### src/rtl/scan_sequencer.sv
`timescale 1ns/1ps
module scan_sequencer #(
  parameter int LIST_DEPTH = 16,
  parameter int FIFO_DEPTH = 8,
  parameter int DATA_W     = 16
) (
  input  logic              clk,
  input  logic              rst_n,
  input  logic              host_wr,
  input  logic              host_rd,
  input  logic [3:0]        host_addr,
  input  logic [15:0]       host_wdata,
  output logic [15:0]       host_rdata,
  input  logic              conv_tick,
  input  logic              scan_tick,
  input  logic              ext_trig,
  output logic              conv_start,
  output logic [3:0]        conv_chan,
  output logic [1:0]        conv_gain,
  output logic              conv_unipolar,
  input  logic              conv_done,
  input  logic [DATA_W-1:0] conv_data,
  output logic              irq
);
  localparam int IDX_W = $clog2(LIST_DEPTH);
  localparam int FP_W  = $clog2(FIFO_DEPTH);
  localparam logic [3:0] A_DATA = 4'h0, A_STAT = 4'h2, A_LIST = 4'h6,
                         A_FCLR = 4'hC, A_MODE = 4'hE;

  logic [6:0]        list_q [LIST_DEPTH];
  logic [DATA_W-1:0] fifo_q [FIFO_DEPTH];
  logic [FP_W:0]     wp_q, rp_q;
  logic [IDX_W-1:0]  first_q, last_q, pos_q;
  logic              gate_q, ext_sel_q;
  logic              multi_q, eos_en_q, eoc_en_q;
  logic              scanning_q, busy_q, eos_q, eoc_q, ovf_q;

  wire ctrl_wr = host_wr && host_addr == A_DATA;
  wire list_wr = host_wr && host_addr == A_LIST;
  wire mode_wr = host_wr && host_addr == A_MODE;
  wire pop_req = host_rd && host_addr == A_DATA;
  wire stat_rd = host_rd && host_addr == A_STAT;
  wire fclr    = host_rd && host_addr == A_FCLR;

  wire [FP_W:0] fill = wp_q - rp_q;
  wire full  = fill == (FP_W+1)'(FIFO_DEPTH);
  wire empty = fill == '0;

  wire scan_evt  = gate_q && !scanning_q && !ctrl_wr && (ext_sel_q ? ext_trig : scan_tick);
  wire launch    = gate_q && scanning_q && !busy_q && conv_tick && !ctrl_wr;
  wire done_fire = conv_done && busy_q && !ctrl_wr;
  wire at_last   = !multi_q || pos_q == last_q;
  wire push_fire = done_fire && !full && !fclr;
  wire drop      = done_fire && full && !fclr;
  wire pop_fire  = pop_req && !empty && !fclr;

  logic unused_bits;
  assign unused_bits = ^{host_wdata[14:13], host_wdata[6]};

  always_ff @(posedge clk or negedge rst_n) begin
    if (!rst_n) begin
      for (int i = 0; i < LIST_DEPTH; i++) list_q[i] <= '0;
    end else if (list_wr) begin
      list_q[host_wdata[8 +: IDX_W]] <= {host_wdata[7], host_wdata[5:4], host_wdata[3:0]};
    end
  end

  always_ff @(posedge clk) begin
    if (push_fire) fifo_q[wp_q[FP_W-1:0]] <= conv_data;
  end

  always_ff @(posedge clk or negedge rst_n) begin
    if (!rst_n) begin
      wp_q <= '0;
      rp_q <= '0;
      ovf_q <= 1'b0;
    end else if (fclr) begin
      wp_q <= '0;
      rp_q <= '0;
      ovf_q <= 1'b0;
    end else begin
      if (push_fire) wp_q <= wp_q + 1'b1;
      if (pop_fire)  rp_q <= rp_q + 1'b1;
      if (drop)      ovf_q <= 1'b1;
    end
  end

  always_ff @(posedge clk or negedge rst_n) begin
    if (!rst_n) begin
      {multi_q, eos_en_q, eoc_en_q} <= '0;
    end else if (mode_wr) begin
      {multi_q, eos_en_q, eoc_en_q} <= {host_wdata[3], host_wdata[1], host_wdata[0]};
    end
  end

  always_ff @(posedge clk or negedge rst_n) begin
    if (!rst_n) begin
      first_q <= '0; last_q <= '0; pos_q <= '0;
      gate_q <= 1'b0; ext_sel_q <= 1'b0;
      scanning_q <= 1'b0; busy_q <= 1'b0;
      conv_start <= 1'b0;
      {conv_unipolar, conv_gain, conv_chan} <= '0;
    end else begin
      conv_start <= launch;
      if (ctrl_wr) begin
        first_q    <= host_wdata[0 +: IDX_W];
        last_q     <= host_wdata[8 +: IDX_W];
        pos_q      <= host_wdata[0 +: IDX_W];
        gate_q     <= host_wdata[12];
        ext_sel_q  <= host_wdata[15];
        scanning_q <= 1'b0;
        busy_q     <= 1'b0;
      end else begin
        if (scan_evt) scanning_q <= 1'b1;
        if (launch) begin
          busy_q <= 1'b1;
          {conv_unipolar, conv_gain, conv_chan} <= list_q[pos_q];
        end
        if (done_fire) begin
          busy_q <= 1'b0;
          if (at_last) begin
            pos_q <= first_q;
            scanning_q <= 1'b0;
          end else begin
            pos_q <= pos_q + 1'b1;
          end
        end
      end
    end
  end

  always_ff @(posedge clk or negedge rst_n) begin
    if (!rst_n) begin
      eos_q <= 1'b0;
      eoc_q <= 1'b0;
    end else begin
      if (done_fire && at_last) eos_q <= 1'b1;
      else if (stat_rd)         eos_q <= 1'b0;
      if (done_fire)            eoc_q <= 1'b1;
      else if (stat_rd)         eoc_q <= 1'b0;
    end
  end

  wire [15:0] status = {busy_q, 1'b0, eos_q, 8'b0, eoc_q, ovf_q, full, empty, 1'b0};

  always_comb begin
    case (host_addr)
      A_DATA:  host_rdata = empty ? 16'h0 : 16'(fifo_q[rp_q[FP_W-1:0]]);
      A_STAT:  host_rdata = status;
      default: host_rdata = 16'h0;
    endcase
  end

  assign irq = (eoc_en_q && eoc_q) || (eos_en_q && eos_q);

  assert_busy_blocks_launch_R5: assert property (@(posedge clk) disable iff (!rst_n)
    busy_q |=> !conv_start);
  assert_full_holds_R9: assert property (@(posedge clk) disable iff (!rst_n)
    (full && !pop_fire && !fclr) |=> full);
  assert_flags_exclusive_R8: assert property (@(posedge clk) disable iff (!rst_n)
    !(full && empty));
  assert_eos_from_done_R7: assert property (@(posedge clk) disable iff (!rst_n)
    $rose(eos_q) |-> $past(conv_done && busy_q));
  assert_zero_ctrl_idle_R12: assert property (@(posedge clk) disable iff (!rst_n)
    (ctrl_wr && host_wdata == 16'h0) |=> (!busy_q && !scanning_q && !conv_start));
endmodule

### config.mk
export PLATFORM = sky130hd
export DESIGN_NAME = scan_sequencer
export DESIGN_NICKNAME = d
export VERILOG_FILES = /design/src/rtl/scan_sequencer.sv
export SDC_FILE = /design/constraint.sdc
export NUM_CORES = 1
export LEC_CHECK = 0
export CELL_PAD_IN_SITES_DETAIL_PLACEMENT = 0
export CELL_PAD_IN_SITES_GLOBAL_PLACEMENT = 1
export CORE_AREA = 10 10 178 180
export CTS_BUF_LIST = sky130_fd_sc_hd__clkbuf_16
export CTS_CLUSTER_SIZE = 40
export DETAILED_ROUTE_END_ITERATION = 7
export DIE_AREA = 0 0 188 190
export GPL_TIMING_DRIVEN = 1
export PLACE_DENSITY_LB_ADDON = 0.1
export SYNTH_ARGS = -nofsm -noshare
export SYNTH_HDL_FRONTEND = slang
export SYNTH_SLANG_ARGS = --single-unit
export TNS_END_PERCENT = 20
### constraint.sdc
create_clock -name clk -period 11.4 [get_ports clk]
set_input_delay 1.14 -clock clk [delete_from_list [all_inputs] [get_ports clk]]
set_output_delay 1.14 -clock clk [all_outputs]
set_load 0.01 [all_outputs]
==> Word-level counts from Yosys, hierarchy flattened <==
Memory sizes are Yosys's and may differ from the RTL's.
Index checks and enable logic that the tools add are counted.
{ "word_totals": {"ff_bits": 150, "mem_bits_rw": 128, "inputBits": 44, "output_inout_bits": 25, "wordCells": 126, "n_memories": 1} }
{ "classes": {"add_sub_neg": 4, "n_lt_le_gt_ge": 3, "eq_ne": 6, "muxes": 30, "bitwise_logic": 3, "reduce_logical": 44} }
{ "mem_list": {"columns": ["memory", "depth", "word_bits", "rd", "rd_clocked_by_memory_dff", "write_ports", "line_no", "source"], "rows": [
  ["fifo_q", 8, 16, 1, 0, 1, "31", "logic [DATA_W-1:0] fifo_q [FIFO_DEPTH];"]
]} }
{ "ops": {"columns": ["op", "count"], "rows": [
  ["112-bit bitwise mux", 1],
  ["16-bit one-hot mux with 2 select lines", 1],
  ["7-bit binary-select mux with 4-bit select", 1],
  ["7-bit demux with 4-bit select", 1],
  ["4-bit two-way mux", 7],
  ["1-bit logical AND", 25],
  ["7-bit two-way mux", 3],
  ["16-bit two-way mux", 1],
  ["1-bit two-way mux", 15],
  ["4-bit by 1-bit adder with 4-bit output (second input constant)", 3],
  ["4-bit equality test (second input constant)", 3],
  ["2-bit nonzero test", 6],
  ["5-bit greater-or-equal comparator (second input constant)", 2],
  ["4-bit inverter with 5-bit output", 2],
  ["4-bit zero test", 2],
  ["1-bit zero test", 7],
  ["5-bit by 1-bit less-than comparator with 1-bit output (second input constant)", 1],
  ["4-bit by 2-bit equality test with 1-bit output (second input constant)", 1],
  ["4-bit by 3-bit equality test with 1-bit output (second input constant)", 1],
  ["4-bit equality test", 1],
  ["4-bit subtractor", 1],
  ["3-bit nonzero test", 1],
  ["1-bit logical OR", 2],
  ["2-bit AND reduction", 1],
  ["1-bit inverter", 1]
]} }

==> Depth between registers and ports, before layout <==
Gate-level depths: netlist of the first run.
{ "logic_depth": {"word_depth": 9, "depth_mapped": 10, "depth_no_buf": 7} }

==> Worst setup path after synthesis of the first run <==
OpenSTA, ideal clock, no wires.
{ "synth_timing": {"kind": "reg2reg", "startpoint": "register rp_q[1]", "endpoint": "memory fifo_q[1][0], enable pin", "setup_ns": 0.430, "arrival_ns": 3.665, "setup_slack_ns": 7.305, "path_stages_with_launch": 11, "synth_period_minus_slack_ns": 4.095, "cell_sequence": "dfrtp_1 -> clkbuf_1 -> clkbuf_1 -> inv_1 -> ha_1 -> nand3b_1 -> a21oi_1 -> or4_1 -> clkbuf_1 -> nand2_1 -> nor4_1"} }
{ "synth_between": {"elab_chain_len": 7} }
{ "synth_lines": {"columns": ["element", "line_no", "source"], "rows": [
  ["start: declaration", "32", "logic [FP_W:0] wp_q, rp_q;"],
  ["start signal: assignment", "83", "if (pop_fire) rp_q <= rp_q + 1'b1;"],
  ["4-bit subtractor", "45", "wire [FP_W:0] fill = wp_q - rp_q;"],
  ["4-bit equality test", "46", "wire full = fill == (FP_W+1)'(FIFO_DEPTH);"],
  ["1-bit zero test", "53", "wire push_fire = done_fire && !full && !fclr;"],
  ["1-bit logical AND (2 in series)", "53", null],
  ["1-bit two-way mux", "69", "if (push_fire) fifo_q[wp_q[FP_W-1:0]] <= conv_data;"],
  ["1-bit two-way mux (implied by the code)", "69", null],
  ["end: declaration", "31", null]
]} }
No other way between the ends.

==> Worst setup path after layout of the first run <==
{ "layout_timing": {"startpoint": "register rp_q[2]", "endpoint": "output port host_rdata[3]"} }
{ "layout_between": {"elab_chain_len": 4, "elab_cells_between_ends": 5} }
{ "layout_lines": {"columns": ["element", "line_no", "source"], "rows": [
  ["4-bit subtractor", "45", null],
  ["4-bit zero test", "47", "wire empty = fill == '0;"],
  ["16-bit two-way mux (*)", "148", "A_DATA: host_rdata = empty ? 16'h0 : 16'(fifo_q[rp_q[FP_W-1:0]]);"],
  ["16-bit one-hot mux with 2 select lines (*)", "147", "case (host_addr)"],
  ["end: declaration", "13", "output logic [15:0] host_rdata,"]
]} }
Mark *: on every way between the ends. The rest lies on a longest branch, timed or not.

==> results.md, run 1 <==
- Status: complete, no violations
- Req. time, crit path: a little over 10 ns
- Data arrival time of the worst path: 4.56 ns
- Yosys warns: 0
- Post-synth cell types: 52
- Total Wirelength: 27,100 um
- Max-cap viol count: 0
- Clk pin slew, worst setup/hold paths: 0.06 ns
- Endpoints failing setup: 0
- Antenna-violating nets left: 0
- Post-CTS Setup Repair Bufs: 0
- Critical path's top delay family: simple AND/OR/NAND/NOR gates
- Initial Util: approximately 42%
- Clock Sinks: 278
- Fillcell total: between 2k and 2.5k
- Crit path top cell by count: a21oi_1
- Lkg Pwr: 5.62 nW
- PostCTS Resize Cnt: 0
- DRC: 0
- DRT iter0 DRCs: a little under 400
- Drt first pass iters: 4
- Int Pwr: ~1.9 mW
- Mapped cell area: 12,000 um^2
- Post-synth EDFFs: 128
- Port bufs: 65
- Worst r2r path cells: 8
- Layout net count: around 870
- Critical Path End Type: output pin
- Min-delay src: first_q[2]
- Ports: slightly below 70
- Row cnt: between 60 and 70
- Switch Pwr: between 0.7 and 0.8 mW
- Layout area overhead: 16.9%
- GRT Util Overall: roughly 15%
- Die ar.: ~36,000 um^2
- Top_reg_cell synth: dfrtp_1
- Sequential fraction of the synthesis area: between 60% and 70%
- CTS Buf Count: 31
- Comb pwr share: a little over a fifth
- Via count: ~6.7k
- F_max: 0.175 GHz
- Worst min-delay path class: register to register
- Antenna violations before repair: 0
- # hold bufs at CTS: 0
- Clk pwr share: between 30% and 40%
- Die H: 190 um
- Synthesized flop and latch total: about 280
- Syn Inst Count: about 750
- Post-DP HPWL: ~17,000 um
- Die width: around 190 um
- Final setup skew: between 0.01 and 0.015 ns
- R2R Path End: fifo_q[1][6]
- Vias in the first global route: slightly above 7k
- R2r startpoint: rp_q[2]
- CTS H-Tree Depth: 1
- Clock buffer depth: 3
- First-pass GRT wire length: roughly 43,000 um
- CP Max Fanout: 17
- Worst path max stage delay: approximately 0.78 ns
- Final min period: roughly 5.7 ns
- Startpoint Class: register
- Fin. max-slew vios: 0
- Worst R2R Setup Slack: 7.58 ns
- Fin. Hold Viols: 0
- Root buf cell: clkbuf_16
- Synthesized area per cell: about 16 um^2
- Worst Hold End: first_q[2]
- Largest net degree at the start of global routing: between 80 and 90
- Most frequent cells in the layout: 148 x dfrtp_1, 128 x edfxtp_1, 117 x mux2_2
- Most common cell after layout, fill and taps aside: dfrtp_1
- Multi-input logic area: between 4000 and 5000 um^2
- Net Sw Frac: between 20% and 30%
- Area of the core: between 20,000 and 30,000 um^2
- Hold path depth: 2
- Relative slew slack: ~41%
- Inserted Diodes: 0
- RSZ-0062 raised after global routing: no
- Post-layout util: between 40% and 50%
- Seq pwr share: between 40% and 50%
- Slew @ Worst Pin: approximately 0.87 ns
- PD cells: about 190 nW/um^2
- Final Power: 2.63 mW
- Drt wl/cell: between 20 and 25 um
- Peak supply drop: between 0.1 and 0.15 mV
- GPL Wtd Cong: roughly 0.78
- Crit path kind: register to output pin
- Register area: ~7600 um^2
- Total gr overflow: 0
- Slowest stage cell, crit path: dfrtp_1
- FFs w/ async S/R, synth: a little over half
- CTS tree: yes
- Worst Path Buf+Inv: 2
- Critical-path cell list: inv_2 > ha_1 > a21oi_1 > a21oi_1 > or4_1 > nand2_1 > o21ai_0 > clkdlybuf4s50_1
- Final setup TNS: 0 ns
- Worst-Skew Late Latency: about 0.56 ns
- Post-synth net total: roughly 800
- Tcrit/Tclk final: approximately 50%
- Routed vias/inst: between 5 and 6
- Share of cells above drive strength 1: a little under a third
logic make-up (layout without fill, tap and decap cells):
group	after synthesis	count (layout)	synth area share [%]
fa+ha+maj	6	6	0.627
simple gates	147	147	6.23
xor+xnor	9	9	0.659
flops	278	278	63.5
mux	196	196	24.0
buf+inv	47	143	1.64
compound gates	62	62	3.35
cell usage after synthesis (3+ instances only):
cell type / instances / area, um^2
or3_1: 4 / 25.0
nand3_1: 11 / 55.1
nor4_1: 4 / 25.0
clkbuf_1: 22 / 82.6
nor2b_1: 3 / 18.8
mux2_2: 117 / 1320
a21oi_1: 25 / 125
nor3b_2: 3 / 37.5
buf_2: 10 / 50.1
buf_1: 6 / 22.5
o21ai_0: 17 / 85.1
ha_1: 6 / 75.1
nand2_1: 81 / 304
mux2i_1: 18 / 180
xnor2_1: 3 / 26.3
o221ai_1: 6 / 52.6
nand2_2: 3 / 18.8
a22oi_1: 3 / 22.5
nor2_1: 11 / 41.3
edfxtp_1: 128 / 3840
inv_1: 7 / 26.3
mux4_2: 61 / 1370
nand2b_1: 4 / 25.0
dfrtp_1: 150 / 3750
xor2_1: 6 / 52.6
or4_1: 3 / 22.5
registers in the layout, indices dropped and copies added, names as in the netlist, 2 cells and up:
| name | flops |
|---|---|
| conv_gain | 2 |
| last_q | 4 |
| pos_q | 4 |
| rp_q | 4 |
| fifo_q | 128 |
| first_q | 4 |
| list_q | 112 |
| wp_q | 4 |
| conv_chan | 4 |
layer usage:
layer  GRT usage (%)  up-vias  part of all wire, %
met2            23.7      135                   46
met4            3.82        0                  1.6
li1                -     3007                    -
met3            2.49       36                  4.6
met5               0        -                    0
met1            22.0     3481                   48
through the flow:
step / hold WS (ns) / cells / worst slack [ns] / area (um^2)
3_3_place_gp: 0.461 / 1169 / 6.25 / 13100
3_5_place_dp: 0.468 / 1169 / 6.14 / 13100
5_1_grt: 0.510 / 1225 / 5.39 / 14000
6_report: 0.484 / 1225 / 5.70 / 14000
2_1_floorplan: 0.446 / 745 / 7.30 / 12000
4_1_cts: 0.483 / 1225 / 5.54 / 14000
worst reg2reg max path, delay by kind of cell (launching register included):
family	cells	cell delay, ns
and+or+nand+nor	4	1.20
adders and majority gates	1	0.46
AOI/OAI and AO/OA	1	0.27
buffers and inverters	2	0.80
DFF	1	0.78
cell type report:
class | instances | share of cell area (%)
clock buffer | 32 | 5.72
sequential | 278 | 54.3
timing repair buffer | 79 | 5.41
tap | 384 | 3.43
multi-input combinational | 420 | 30.0
inverter | 8 | 0.215
clock inverter | 24 | 0.921
how the worst max path moves through the flow:
stage	from	endpoint	slack, ns	cells after the start
floorplan	rp_q[1]	fifo_q[1][0]	7.30	10
global placement	rp_q[2]	host_rdata[3]	6.25	8
detailed placement	rp_q[2]	host_rdata[3]	6.14	8
CTS	rp_q[2]	host_rdata[3]	5.54	8
global route	rp_q[2]	host_rdata[3]	5.39	8
finish	rp_q[2]	host_rdata[3]	5.70	8
power by group through the flow:
| stage | Sequential, mW | Combinational (mW) | Clock (mW) |
|---|---|---|---|
| after floorplan | 1.17 | 0.413 | 0 |
| after global placement | 1.18 | 0.567 | 0 |
| after detailed placement | 1.18 | 0.575 | 0 |
| after CTS | 1.16 | 0.577 | 0.929 |
| after global routing | 1.17 | 0.623 | 0.976 |
| final | 1.16 | 0.565 | 0.903 |
No activity file was read; power rests on OpenSTA's default activity.
==> inputs of run 2 (changes only) <==
clock period = 5 ns   (was 11.4 ns; I/O delays follow)
==> run 2 against run 1 <==
Against the previous run:
- die area stayed put
- global-route usage is 0.13 points higher
- routed wire length is 0.52% higher
- cell count is 0.49% higher
==> results.md, run 2 (same netlist as run 1, synthesis figures left out) <==
- Startpoint Class: register
- CP Max Fanout: 15 (-2)
- Root buf cell: clkbuf_16
- Final min period: ~3.9 ns
- Antenna-violating nets left: 0 (unchanged)
- Fin. Hold Viols: 0 (unchanged)
- Vias in the first global route: 7,206 (+1.1%)
- RSZ-0062 raised after global routing: no
- Most common cell after layout, fill and taps aside: dfrtp_1
- Clk pwr share: 33.1% (-1.2 points)
- Total gr overflow: 0 (unchanged)
- Antenna violations before repair: 1 (+1)
- Worst min-delay path class: primary input to asynchronous set/reset pin
- Share of cells above drive strength 1: 30.3% (-0.061 points)
- Net Sw Frac: 27.8% (+0.12 points)
- GPL Wtd Cong: 0.764 (-1.7%)
- Final Power: 5.89 mW (+120%)
- Crit path kind: register to output pin
- R2r startpoint: wp_q[2]
- Port bufs: 65 (unchanged)
- Max-cap viol count: 0 (unchanged)
- First-pass GRT wire length: 43,300 um (+1.5%)
- DRT iter0 DRCs: 422 (+9.0%)
- Data arrival time of the worst path: 3.43 ns (-1.13 ns)
- Die H: 190 um (unchanged)
- Clk pin slew, worst setup/hold paths: 0.06 ns (about the same)
- Grt met1 use: 22.4% (+0.47 points)
- Drt first pass iters: 4 (unchanged)
- PD cells: 421 nW/um^2 (+120%)
- Register area: 7600 um^2 (unchanged)
- F_max: between 0.2 and 0.3 GHz
- Final Instance Area: 14,000 um^2 (about the same)
- Ports: 69 (unchanged)
- Final setup TNS: 0 ns (unchanged)
- Post-DP Area: 13,100 um^2 (+0.29%)
- Post-DP HPWL: 17,600 um (+3.0%)
- Via count: 6,757 (+1.5%)
- Clock Sinks: 278 (unchanged)
- Layout area overhead: 16.9% (about the same)
- Comb pwr share: 21.1% (-0.4 points)
- Largest net degree at the start of global routing: 57 (-30%)
- Met2 global-route usage: 23.7% (+0.055 points)
- Peak supply drop: 0.270 mV (+110%)
- Initial Util: 42.4% (unchanged)
- Tcrit/Tclk final: between 70 and 80%
- Drt wl/cell: 22.1 um (about the same)
- Lkg Pwr: 5.60 nW (-0.30%)
- Slew @ Worst Pin: 1.01 ns (+0.134 ns)
- Fillcell total: 2,450 (+0.82%)
- Seq pwr share: 45.7% (+1.5 points)
- Int Pwr: 4.25 mW (+120%)
- Status: complete, no violations
- Switch Pwr: 1.64 mW (+120%)
- Routed vias/inst: 5.49 (+0.98%)
- Layout net count: 873 (+0.58%)
- Fin. max-slew vios: 0 (unchanged)
- PostCTS Resize Cnt: 0 (unchanged)
- CTS Buf Count: 30 (-3.2%)
- Critical Path End Type: output pin
- Multi-input logic area: 4200 um^2 (unchanged)
- Worst r2r path cells: 7 (-1)
- Req. time, crit path: 4.50 ns (-5.76 ns)
- Total Wirelength: 27,200 um (+0.52%)
- Endpoints failing setup: 0 (unchanged)
- CTS tree: yes
- GRT Util Overall: 15.4% (+0.13 points)
- Relative slew slack: 32.7% (-8.4 points)
- Die width: 188 um (unchanged)
- Post-layout util: 49.5% (about the same)
- Met3 usage: 2.73% (+0.24 points)
- Clock buffer depth: 3 (unchanged)
- DRC: 0 (unchanged)
- Worst R2R Setup Slack: 1.67 ns (-5.91 ns)
- Area of the core: 28,200 um^2 (unchanged)
- CTS H-Tree Depth: 1 (unchanged)
- Max reg flops: 128 (unchanged)
- Most frequent cells in the layout: 148 x dfrtp_1, 128 x edfxtp_1, 117 x mux2_2
- Row cnt: 62 (unchanged)
- Final setup skew: 0.00915 ns (-0.00532 ns)
- Most used routing layer: met2
- R2R Path End: fifo_q[0][1]
- Worst-Skew Late Latency: 0.54 ns (-0.02 ns)
- Die ar.: 35,700 um^2 (unchanged)
==> run 2: changes by cell type in the layout (fill, tap and decap cells not counted), sizes merged <==
| cell | delta |
|---|---|
| dlygate4sd3 | +1 |
| diode | +1 |
| inv | -5 |
| clkinv | +6 |
| bufinv | -1 |
| buf | +5 |
| clkbuf | -1 |
==> run 2: through the flow <==
| step | hold WS [ns] | instances | worst slack [ns] |
|---|---|---|---|
| finish | 0.433 | 1231 | 1.07 |
| CTS | 0.437 | 1230 | 1.06 |
| floorplan | 0.204 | 745 | 0.905 |
| global placement | 0.438 | 1174 | 1.55 |
| global route | 0.479 | 1230 | 0.907 |
| detailed placement | 0.443 | 1174 | 1.48 |
==> run 2: critical path: stages (launching register included) <==
cell,delay (ns)
dfrtp_1,0.50
ha_1,0.40
a21oi_1,0.27
a21oi_1,0.14
or4_1,0.53
nand2_1,0.10
buf_4,0.26
o21ai_0,0.17
clkdlybuf4s50_1,0.52
==> run 2: power by group through the flow <==
stage          registers (mW)  logic (mW)  clock network [mW]
6_report                 2.69        1.24                1.95
5_1_grt                  2.72        1.37                2.12
4_1_cts                  2.70        1.27                2.01
3_5_place_dp             2.74        1.26                   0
3_3_place_gp             2.73        1.25                   0
2_1_floorplan            2.66       0.941                   0
==> run 2: worst max path at each step <==
| stage | start | end | slack (ns) | depth (start not counted) |
|---|---|---|---|---|
| global route | wp_q[2] | host_rdata[4] | 0.91 | 8 |
| global placement | host_addr[3] | fifo_q[0][1] | 1.55 | 6 |
| finish | wp_q[2] | host_rdata[4] | 1.07 | 8 |
| CTS | wp_q[2] | host_rdata[4] | 1.06 | 8 |
| detailed placement | host_addr[3] | fifo_q[0][1] | 1.48 | 6 |
| floorplan | rp_q[1] | fifo_q[1][0] | 0.90 | 10 |
==> run 2: repair_timing <==
| action | CTS | global route |
|---|---|---|
| endpoints found under the hold margin | 40 | 0 |
| buffers inserted | 0 | 0 |
| hold buffers | 1 | 0 |
==> run 2: final cells by class <==
cell class | instances | area share [%]
sequential | 278 | 54.3
multi-input combinational | 420 | 30.0
timing repair buffer | 85 | 5.75
clock buffer | 31 | 5.55
tap | 384 | 3.44
clock inverter | 24 | 0.689
inverter | 8 | 0.215
antenna | 1 | 0.0179
==> run 2: routing by layer <==
layer / wire (um) / up-vias
met5: 0 / -
met4: 399 / 0
met3: 1350 / 32
met2: 12400 / 136
met1: 13100 / 3574
li1: - / 3015
